`src/rtl/dom_pkg.sv`:
```
package dom_pkg;
  localparam int unsigned WORD_W = 16;
  localparam int unsigned ADDR_W = 6;

  localparam logic [ADDR_W-1:0] OUT_BASE  = 6'h00;
  localparam logic [ADDR_W-1:0] STG_BASE  = 6'h10;
  localparam logic [ADDR_W-1:0] CMD_ADDR  = 6'h20;
  localparam logic [ADDR_W-1:0] CTL_ADDR  = 6'h21;
  localparam logic [ADDR_W-1:0] STAT_ADDR = 6'h22;

  localparam logic [WORD_W-1:0] CMD_RB    = 16'h0001;
  localparam logic [WORD_W-1:0] CMD_PDEF  = 16'h0002;
  localparam logic [WORD_W-1:0] CMD_PSAFE = 16'h0003;
  localparam logic [WORD_W-1:0] CMD_FDEF  = 16'h0004;
  localparam logic [WORD_W-1:0] CMD_FSAFE = 16'h0005;

  // control bit positions
  localparam int unsigned CTL_HOLD = 0;
  localparam int unsigned CTL_SAFE = 1;
  localparam int unsigned CTL_WDT  = 2;

  typedef enum logic [2:0] {
    OP_IDLE,
    OP_LOAD,
    OP_PROG_DEF,
    OP_PROG_SAFE,
    OP_FETCH_DEF,
    OP_FETCH_SAFE
  } op_e;
endpackage

```
`src/rtl/dom_regs.sv`:
```
module dom_regs
  import dom_pkg::*;
#(
  parameter int unsigned NUM_WORDS = 4,
  localparam int unsigned NUM_CH = NUM_WORDS * WORD_W
) (
  input  logic              clk_i,
  input  logic              rst_ni,
  input  logic              we_i,
  input  logic [ADDR_W-1:0] addr_i,
  input  logic [WORD_W-1:0] wdata_i,
  output logic [WORD_W-1:0] rdata_o,
  input  logic              fetch_we_i,
  input  logic [NUM_CH-1:0] fetch_data_i,
  input  logic              store_busy_i,
  input  logic              rb_ready_i,
  input  logic [NUM_CH-1:0] rb_data_i,
  output logic [NUM_CH-1:0] stg_o,
  output logic              hold_en_o,
  output logic              safe_en_o,
  output logic              wdt_en_o,
  output logic [NUM_WORDS-1:0] out_we_o,
  output logic              rb_start_o,
  output logic              op_start_o,
  output op_e               op_sel_o
);
  logic [NUM_CH-1:0] stg_q;
  logic [2:0]        ctl_q;
  logic              cmd_we;

  assign cmd_we = we_i && (addr_i == CMD_ADDR);

  for (genvar w = 0; w < NUM_WORDS; w++) begin : g_out_we
    assign out_we_o[w] = we_i && (addr_i == OUT_BASE + 6'(w));
  end

  always_ff @(posedge clk_i or negedge rst_ni) begin
    if (!rst_ni) begin
      stg_q <= '0;
    end else if (fetch_we_i) begin
      stg_q <= fetch_data_i;
    end else begin
      for (int unsigned w = 0; w < NUM_WORDS; w++) begin
        if (we_i && addr_i == STG_BASE + 6'(w)) stg_q[w*WORD_W +: WORD_W] <= wdata_i;
      end
    end
  end

  always_ff @(posedge clk_i or negedge rst_ni) begin
    if (!rst_ni)                           ctl_q <= '0;
    else if (we_i && addr_i == CTL_ADDR)   ctl_q <= wdata_i[2:0];
  end

  always_comb begin
    op_start_o = 1'b0;
    op_sel_o   = OP_IDLE;
    if (cmd_we) begin
      unique case (wdata_i)
        CMD_PDEF:  begin op_start_o = 1'b1; op_sel_o = OP_PROG_DEF;   end
        CMD_PSAFE: begin op_start_o = 1'b1; op_sel_o = OP_PROG_SAFE;  end
        CMD_FDEF:  begin op_start_o = 1'b1; op_sel_o = OP_FETCH_DEF;  end
        CMD_FSAFE: begin op_start_o = 1'b1; op_sel_o = OP_FETCH_SAFE; end
        default:   ;
      endcase
    end
  end

  assign rb_start_o = cmd_we && (wdata_i == CMD_RB);

  always_comb begin
    rdata_o = '0;
    for (int unsigned w = 0; w < NUM_WORDS; w++) begin
      if (addr_i == OUT_BASE + 6'(w)) rdata_o = rb_data_i[w*WORD_W +: WORD_W];
      if (addr_i == STG_BASE + 6'(w)) rdata_o = stg_q[w*WORD_W +: WORD_W];
    end
    if (addr_i == CTL_ADDR)  rdata_o = {13'b0, ctl_q};
    if (addr_i == STAT_ADDR) rdata_o = {11'b0, ctl_q[CTL_HOLD], ctl_q[CTL_WDT], ctl_q[CTL_SAFE],
                                        rb_ready_i, ~store_busy_i};
  end

  assign stg_o     = stg_q;
  assign hold_en_o = ctl_q[CTL_HOLD];
  assign safe_en_o = ctl_q[CTL_SAFE];
  assign wdt_en_o  = ctl_q[CTL_WDT];

  assert_ctl_write_only_R11: assert property (@(posedge clk_i) disable iff (!rst_ni)
    !(we_i && addr_i == CTL_ADDR) |=> $stable(ctl_q));
endmodule

```
`src/rtl/dom_store.sv`:
```
module dom_store
  import dom_pkg::*;
#(
  parameter int unsigned NUM_CH = 64,
  parameter int unsigned DELAY  = 16,
  localparam int unsigned CNT_W = (DELAY > 1) ? $clog2(DELAY) : 1
) (
  input  logic              clk_i,
  input  logic              rst_ni,
  input  logic              warm_load_i,
  input  logic              cancel_load_i,
  input  logic              start_i,
  input  op_e               op_i,
  input  logic [NUM_CH-1:0] wr_data_i,
  output logic              busy_o,
  output logic              load_busy_o,
  output logic              load_done_o,
  output logic              fetch_we_o,
  output logic [NUM_CH-1:0] fetch_data_o,
  output logic [NUM_CH-1:0] def_q_o,
  output logic [NUM_CH-1:0] safe_q_o
);
  localparam logic [CNT_W-1:0] LAST = CNT_W'(DELAY - 1);

  op_e               op_q;
  logic [CNT_W-1:0]  cnt_q;
  logic              done;
  logic [NUM_CH-1:0] def_q, safe_q;

  assign busy_o       = (op_q != OP_IDLE);
  assign load_busy_o  = (op_q == OP_LOAD);
  assign done         = busy_o && (cnt_q == LAST) && !warm_load_i;
  assign load_done_o  = done && (op_q == OP_LOAD) && !cancel_load_i;
  assign fetch_we_o   = done && (op_q == OP_FETCH_DEF || op_q == OP_FETCH_SAFE);
  assign fetch_data_o = (op_q == OP_FETCH_SAFE) ? safe_q : def_q;

  // cold reset starts the power-up load
  always_ff @(posedge clk_i or negedge rst_ni) begin
    if (!rst_ni) begin
      op_q  <= OP_LOAD;
      cnt_q <= '0;
    end else if (warm_load_i) begin
      op_q  <= OP_LOAD;
      cnt_q <= '0;
    end else if (cancel_load_i && op_q == OP_LOAD) begin
      op_q  <= OP_IDLE;
      cnt_q <= '0;
    end else if (busy_o) begin
      if (cnt_q == LAST) begin
        op_q  <= OP_IDLE;
        cnt_q <= '0;
      end else begin
        cnt_q <= cnt_q + 1'b1;
      end
    end else if (start_i) begin
      op_q  <= op_i;
      cnt_q <= '0;
    end
  end

  // nonvolatile contents: untouched by cold reset
  always_ff @(posedge clk_i) begin
    if (done && op_q == OP_PROG_DEF)  def_q  <= wr_data_i;
    if (done && op_q == OP_PROG_SAFE) safe_q <= wr_data_i;
  end

  assign def_q_o  = def_q;
  assign safe_q_o = safe_q;

  assert_busy_ignores_start_R10: assert property (@(posedge clk_i) disable iff (!rst_ni)
    (busy_o && start_i && !warm_load_i && !cancel_load_i && cnt_q != LAST) |=> op_q == $past(op_q));

  assert_access_ends_R9: assert property (@(posedge clk_i) disable iff (!rst_ni)
    (done && !cancel_load_i) |=> !busy_o);
endmodule

```
`src/rtl/dom_out.sv`:
```
module dom_out
  import dom_pkg::*;
#(
  parameter int unsigned NUM_WORDS = 4,
  parameter int unsigned RB_LAT    = 2,
  localparam int unsigned NUM_CH = NUM_WORDS * WORD_W,
  localparam int unsigned RB_W   = (RB_LAT > 1) ? $clog2(RB_LAT) : 1
) (
  input  logic                 clk_i,
  input  logic                 rst_ni,
  input  logic [NUM_WORDS-1:0] out_we_i,
  input  logic [WORD_W-1:0]    wdata_i,
  input  logic                 load_busy_i,
  input  logic                 load_done_i,
  input  logic [NUM_CH-1:0]    def_i,
  input  logic                 safe_fire_i,
  input  logic [NUM_CH-1:0]    safe_i,
  input  logic                 warm_clear_i,
  input  logic                 warm_i,
  input  logic                 rb_start_i,
  output logic [NUM_CH-1:0]    dout_o,
  output logic [NUM_CH-1:0]    rb_data_o,
  output logic                 rb_ready_o
);
  localparam logic [RB_W-1:0] RB_LAST = RB_W'(RB_LAT - 1);

  logic [WORD_W-1:0] words_q [NUM_WORDS];

  // priority: warm clear, safety, default load, host write
  for (genvar w = 0; w < NUM_WORDS; w++) begin : g_word
    always_ff @(posedge clk_i or negedge rst_ni) begin
      if (!rst_ni)                         words_q[w] <= '0;
      else if (warm_clear_i)               words_q[w] <= '0;
      else if (safe_fire_i)                words_q[w] <= safe_i[w*WORD_W +: WORD_W];
      else if (load_done_i)                words_q[w] <= def_i[w*WORD_W +: WORD_W];
      else if (!load_busy_i && out_we_i[w]) words_q[w] <= wdata_i;
    end
    assign dout_o[w*WORD_W +: WORD_W] = words_q[w];
  end

  logic            rb_busy_q;
  logic [RB_W-1:0] rb_cnt_q;
  logic [NUM_CH-1:0] snap_q;

  always_ff @(posedge clk_i or negedge rst_ni) begin
    if (!rst_ni) begin
      rb_busy_q  <= 1'b0;
      rb_cnt_q   <= '0;
      rb_ready_o <= 1'b0;
      snap_q     <= '0;
    end else if (warm_i) begin
      rb_busy_q  <= 1'b0;
      rb_cnt_q   <= '0;
      rb_ready_o <= 1'b0;
    end else if (rb_start_i) begin
      rb_busy_q  <= 1'b1;
      rb_cnt_q   <= '0;
      rb_ready_o <= 1'b0;
    end else if (rb_busy_q) begin
      if (rb_cnt_q == RB_LAST) begin
        rb_busy_q  <= 1'b0;
        rb_ready_o <= 1'b1;
        snap_q     <= dout_o;
      end else begin
        rb_cnt_q <= rb_cnt_q + 1'b1;
      end
    end
  end

  assign rb_data_o = snap_q;

  assert_warm_clear_R5: assert property (@(posedge clk_i) disable iff (!rst_ni)
    warm_clear_i |=> dout_o == '0);

  assert_safety_load_R6: assert property (@(posedge clk_i) disable iff (!rst_ni)
    (safe_fire_i && !warm_clear_i) |=> dout_o == $past(safe_i));

  assert_load_ignores_host_R3: assert property (@(posedge clk_i) disable iff (!rst_ni)
    (load_busy_i && !load_done_i && !safe_fire_i && !warm_clear_i) |=> $stable(dout_o));

  assert_rb_start_clears_R8: assert property (@(posedge clk_i) disable iff (!rst_ni)
    rb_start_i |=> !rb_ready_o);
endmodule

```
`src/rtl/dout_state_mgr.sv`:
```
module dout_state_mgr
  import dom_pkg::*;
#(
  parameter int unsigned NUM_WORDS   = 4,
  parameter int unsigned STORE_DELAY = 20,
  parameter int unsigned RB_LAT      = 2,
  localparam int unsigned NUM_CH = NUM_WORDS * WORD_W
) (
  input  logic              clk_i,
  input  logic              rst_ni,
  input  logic              warm_rst_i,
  input  logic              safety_trig_i,
  input  logic              reg_we_i,
  input  logic [ADDR_W-1:0] reg_addr_i,
  input  logic [WORD_W-1:0] reg_wdata_i,
  output logic [WORD_W-1:0] reg_rdata_o,
  output logic [NUM_CH-1:0] dout_o
);
  logic [NUM_CH-1:0]    stg, fetch_data, def_q, safe_q, rb_data;
  logic [NUM_WORDS-1:0] out_we;
  logic hold_en, safe_en, wdt_en;
  logic fetch_we, store_busy, load_busy, load_done;
  logic rb_start, rb_ready, op_start;
  logic safe_fire, warm_clear;
  op_e  op_sel;

  assign safe_fire  = safety_trig_i && safe_en && wdt_en;
  assign warm_clear = warm_rst_i && !hold_en;

  dom_regs #(.NUM_WORDS(NUM_WORDS)) u_regs (
    .clk_i        (clk_i),
    .rst_ni       (rst_ni),
    .we_i         (reg_we_i),
    .addr_i       (reg_addr_i),
    .wdata_i      (reg_wdata_i),
    .rdata_o      (reg_rdata_o),
    .fetch_we_i   (fetch_we),
    .fetch_data_i (fetch_data),
    .store_busy_i (store_busy),
    .rb_ready_i   (rb_ready),
    .rb_data_i    (rb_data),
    .stg_o        (stg),
    .hold_en_o    (hold_en),
    .safe_en_o    (safe_en),
    .wdt_en_o     (wdt_en),
    .out_we_o     (out_we),
    .rb_start_o   (rb_start),
    .op_start_o   (op_start),
    .op_sel_o     (op_sel)
  );

  dom_store #(.NUM_CH(NUM_CH), .DELAY(STORE_DELAY)) u_store (
    .clk_i         (clk_i),
    .rst_ni        (rst_ni),
    .warm_load_i   (warm_clear),
    .cancel_load_i (safe_fire),
    .start_i       (op_start),
    .op_i          (op_sel),
    .wr_data_i     (stg),
    .busy_o        (store_busy),
    .load_busy_o   (load_busy),
    .load_done_o   (load_done),
    .fetch_we_o    (fetch_we),
    .fetch_data_o  (fetch_data),
    .def_q_o       (def_q),
    .safe_q_o      (safe_q)
  );

  dom_out #(.NUM_WORDS(NUM_WORDS), .RB_LAT(RB_LAT)) u_out (
    .clk_i        (clk_i),
    .rst_ni       (rst_ni),
    .out_we_i     (out_we),
    .wdata_i      (reg_wdata_i),
    .load_busy_i  (load_busy),
    .load_done_i  (load_done),
    .def_i        (def_q),
    .safe_fire_i  (safe_fire),
    .safe_i       (safe_q),
    .warm_clear_i (warm_clear),
    .warm_i       (warm_rst_i),
    .rb_start_i   (rb_start),
    .dout_o       (dout_o),
    .rb_data_o    (rb_data),
    .rb_ready_o   (rb_ready)
  );
endmodule

```
`config.mk`:
```
export PLATFORM = sky130hd
export DESIGN_NAME = dout_state_mgr
export DESIGN_NICKNAME = d
export VERILOG_FILES = /design/src/rtl/dom_pkg.sv /design/src/rtl/dom_regs.sv /design/src/rtl/dom_store.sv /design/src/rtl/dom_out.sv /design/src/rtl/dout_state_mgr.sv
export SDC_FILE = /design/constraint.sdc
export NUM_CORES = 1
export LEC_CHECK = 0
export ABC_AREA = 1
export BUFFER_PORTS_ARGS = -buffer_cell sky130_fd_sc_hd__buf_2
export CORE_MARGIN = 2
export CORE_UTILIZATION = 23
export CTS_BUF_LIST = sky130_fd_sc_hd__clkbuf_16
export DETAILED_ROUTE_END_ITERATION = 12
export GPL_ROUTABILITY_DRIVEN = 0
export GPL_TIMING_DRIVEN = 0
export SYNTH_ARGS = -nofsm -noshare
export SYNTH_HDL_FRONTEND = slang
export SYNTH_HIERARCHICAL = 1
export SYNTH_SLANG_ARGS = --single-unit
```
`constraint.sdc`:
```
create_clock -name clk_i -period 8.05 [get_ports clk_i]
set_clock_uncertainty 0.15 [all_clocks]
set_input_delay 0.4025 -clock clk_i [delete_from_list [all_inputs] [get_ports clk_i]]
set_output_delay 0.4025 -clock clk_i [all_outputs]
set_load 0.1 [all_outputs]
```
==> flow_summary_export.csv <==
group,metric,value,unit
placed_design,post-dp-hpwl,47800,µm
critical_path,r2r-end,"u_regs/stg_o[39]$_DFFE_PN0P_",
logic_synthesis,synth_area_per_cell,9.03,µm²
detailed_routing,dr_total_vias,13792,
power,p_per_area,200,nW/µm²
power,p_int,2.87,mW
logic_synthesis,netlist_instances,1809,
floorplanning,dieArea,73200,µm²
placed_design,port_buffers,106,
detailed_routing,antenna_left,0,
logic_synthesis,ys_ff_latch,334,
layout,synthToLayoutAreaGrowth,19.3,%
global_routing,grt_pass1_wl,91100,µm
hold_path,min_from,"reg_wdata_i[0]",
sta,min_period,4.45,ns
detailed_routing,met3WireLength,7750,µm
logic_synthesis,synth_edf_count,128,
layout,layout_commonest_cell,"nand2_1",
sta,finalCritPeriodShare,0.553,
global_routing,overflow,0,
detailed_routing,vias_per_cell,4.68,
sta,hold_slack,0.0668,ns
detailed_routing,wl_per_cell,21.5,µm
run_status,status,"completed",
floorplanning,num_rows,97,
critical_path,critPathLaunchType,"primary input",
critical_path,worstRegToRegCells,10,
clock_network,cts_buffer_depth,3,
clock_network,clock-sinks,334,
sta,tightest_slew,1.43,ns
layout,layout-drive-gt1-share,0.180,
clock_network,cts_tree,"built",
critical_path,critPathKind,"primary input to flop",
critical_path,r2r_setup_slack,3.74,ns
clock_network,clockRootBuffer,"clkbuf_16",
logic_synthesis,synthArstFlopShare,0.617,
sta,rsz0062_at_grt,"false",
global_routing,grt_max_degree,77,
detailed_routing,first_iter_violations,1608,
floorplanning,coreArea,70100,µm²
detailed_routing,wl_met1,25400,µm
floorplanning,start_util,0.233,
hold_path,worstHoldPathType,"primary input to flop",
sta,hold_viol,0,
logic_synthesis,ys.flop_type,"dfrtp_1",
layout,nNetsFinal,2001,
hold_path,holdPathEnd,"u_regs/ctl_q[0]$_DFFE_PN0P_",
critical_path,reg2reg_from,"u_store/op_q[0]$_DFFE_PN1P_",
placed_design,pre_cts_slack,3.79,ns
power,power_leakage,8.94,nW
sta,slew_viol_final,0,
clock_network,ctsResizeCount,0,
logic_synthesis,syn_area,16300,µm²
logic_synthesis,yosysSeqAreaShare,0.551,
detailed_routing,route.detailed.drc,0,
detailed_routing,dr.pass1.iters,6,
logic_synthesis,syn-num-nets,1837,
detailed_routing,top_layer,"met5",
clock_network,clock_latency,0.56,ns
critical_path,crit_arrival,4.70,ns
floorplanning,die_y,270,µm
power,ir_worst_vdd,0.125,mV
floorplanning,die_x,270,µm
power,combPwrFrac,0.085,
logic_synthesis,synth_warnings,6,
global_routing,antenna_found_initial,12,
clock_network,cts_max_level,2,
global_routing,grt_pass1_vias,13093,
job,cap_violations,0,
floorplanning,ios,107,
detailed_routing,wl_met2,26800,µm
critical_path,required,8.30,ns
sta,fmax,225,MHz
detailed_routing,wl,63400,µm
sta,fin_setup_tns,0,ns
power,share_seq_of_total_power,0.495,
logic_synthesis,yosysUniqueCellTypes,43,
layout,final_util,0.278,
clock_network,clkTransAtPathRegs,0.06,ns
critical_path,cp_max_fo,10,
power,p_clk_frac,0.420,
placed_design,post_dp_cell_area,18300,µm²
sta,max_slew_margin,0.0401,
sta,setup_viol,0,
layout,final_cell_mix,"nand2_1, dfrtp_1, buf_2",
power,switching_share,0.265,
hold_path,hold_depth,3,
power,switching_power,1.04,mW
global_routing,track_usage,0.170,
clock_network,postCtsSetupBuffers,0,
layout,num-fill-cells,7614,
clock_network,cts_hold_buf,2,
clock_network,cts_buffers,37,
layout,stdcell_area,19500,µm²
sta,fin_ws,3.60,ns
critical_path,crit_path_end_kind,"flop",
## state kept, by name, indices dropped and copies added, names as in the netlist
| register | flops |
|---|---|
| u_store/safe_q_o | 64 |
| u_store/cnt_q | 5 |
| u_store/op_q | 3 |
| u_out/dout_o | 64 |
| u_regs/stg_o | 64 |
| u_out/rb_ready_o | 1 |
| u_regs/ctl_q | 3 |
| u_store/def_q_o | 64 |
| u_out/rb_cnt_q | 1 |
| u_out/rb_data_o | 64 |
| u_out/rb_busy_q | 1 |
## layout make-up
class	instances	area, µm²	share of cell area
buffer	85	566	0.0290
timing repair buffer	125	796	0.0408
tap	940	1180	0.0604
antenna	3	7.51	0.000385
multi-input combinational	1256	6270	0.322
inverter	134	507	0.0260
sequential	334	9000	0.462
clock inverter	30	210	0.0108
clock buffer	38	951	0.0488
## stage by stage
step / cells / power, mW
after global routing: 2945 / 4.03
final: 2945 / 3.90
after floorplan: 1809 / 2.14
after CTS: 2942 / 3.92
after detailed placement: 2872 / 2.29
after global placement: 2855 / 2.28
## per-layer routing
layer | vias to the layer above | global-route usage
met4 | 18 | 0.0846
met5 | - | 0
met2 | 783 | 0.250
li1 | 6299 | -
met3 | 159 | 0.0559
met1 | 6533 | 0.223
## synth_stat cells (all sizes together), types with 2 or more instances
library cell	count	area share
inv	132	0.030
nor2	93	0.025
o21ai	78	0.024
clkbuf	13	0.0030
buf	72	0.032
edfxtp	128	0.24
o22ai	4	0.0015
nor3	9	0.0037
or2	7	0.0027
nand4	87	0.033
nand2	788	0.18
a21oi	32	0.013
o211ai	35	0.016
dfrtp	205	0.31
clkinv	2	0.00054
nand3	26	0.0083
nor4	2	0.0011
mux2	64	0.058
a31oi	25	0.0096
## power by group through the flow
| stage | registers (mW) | clock network (mW) | logic, mW |
|---|---|---|---|
| after global placement | 1.96 | 0 | 0.316 |
| after global routing | 1.94 | 1.73 | 0.358 |
| after detailed placement | 1.96 | 0 | 0.325 |
| final | 1.93 | 1.64 | 0.330 |
| after floorplan | 1.98 | 0 | 0.163 |
| after CTS | 1.93 | 1.66 | 0.327 |
## critical path, stage by stage
cell and delay, ns:
dlygate4sd3_1 0.53, buf_2 0.15, inv_1 0.07, nor2_2 0.05, buf_8 0.16, inv_1 0.11
nand2_2 0.09, inv_2 0.06, nand3_1 0.16, nor3_1 1.13, clkinv_1 0.72, clkbuf_1 0.42
nand2_1 0.47, o211ai_1 0.17
## how the worst max path moves through the flow
stage / startpoint / endpoint / cells after the start
floorplan: warm_rst_i / u_store/def_q_o[0]$_DFFE_PP_ / 7
global placement: warm_rst_i / u_store/def_q_o[21]$_DFFE_PP_ / 8
detailed placement: warm_rst_i / u_regs/stg_o[19]$_DFFE_PN0P_ / 13
CTS: warm_rst_i / u_regs/stg_o[19]$_DFFE_PN0P_ / 14
global route: warm_rst_i / u_regs/stg_o[35]$_DFFE_PN0P_ / 14
finish: warm_rst_i / u_regs/stg_o[39]$_DFFE_PN0P_ / 14
## cells by family after synthesis
family / after synthesis / synth area share
buf+inv: 219 / 0.0656
simple gates: 1013 / 0.258
flops: 334 / 0.551
compound gates: 177 / 0.0660
fa+ha+maj: 1 / 0.000766
xor+xnor: 1 / 0.000536
mux: 64 / 0.0579
Note: power is estimated with default switching activity, not from simulation.
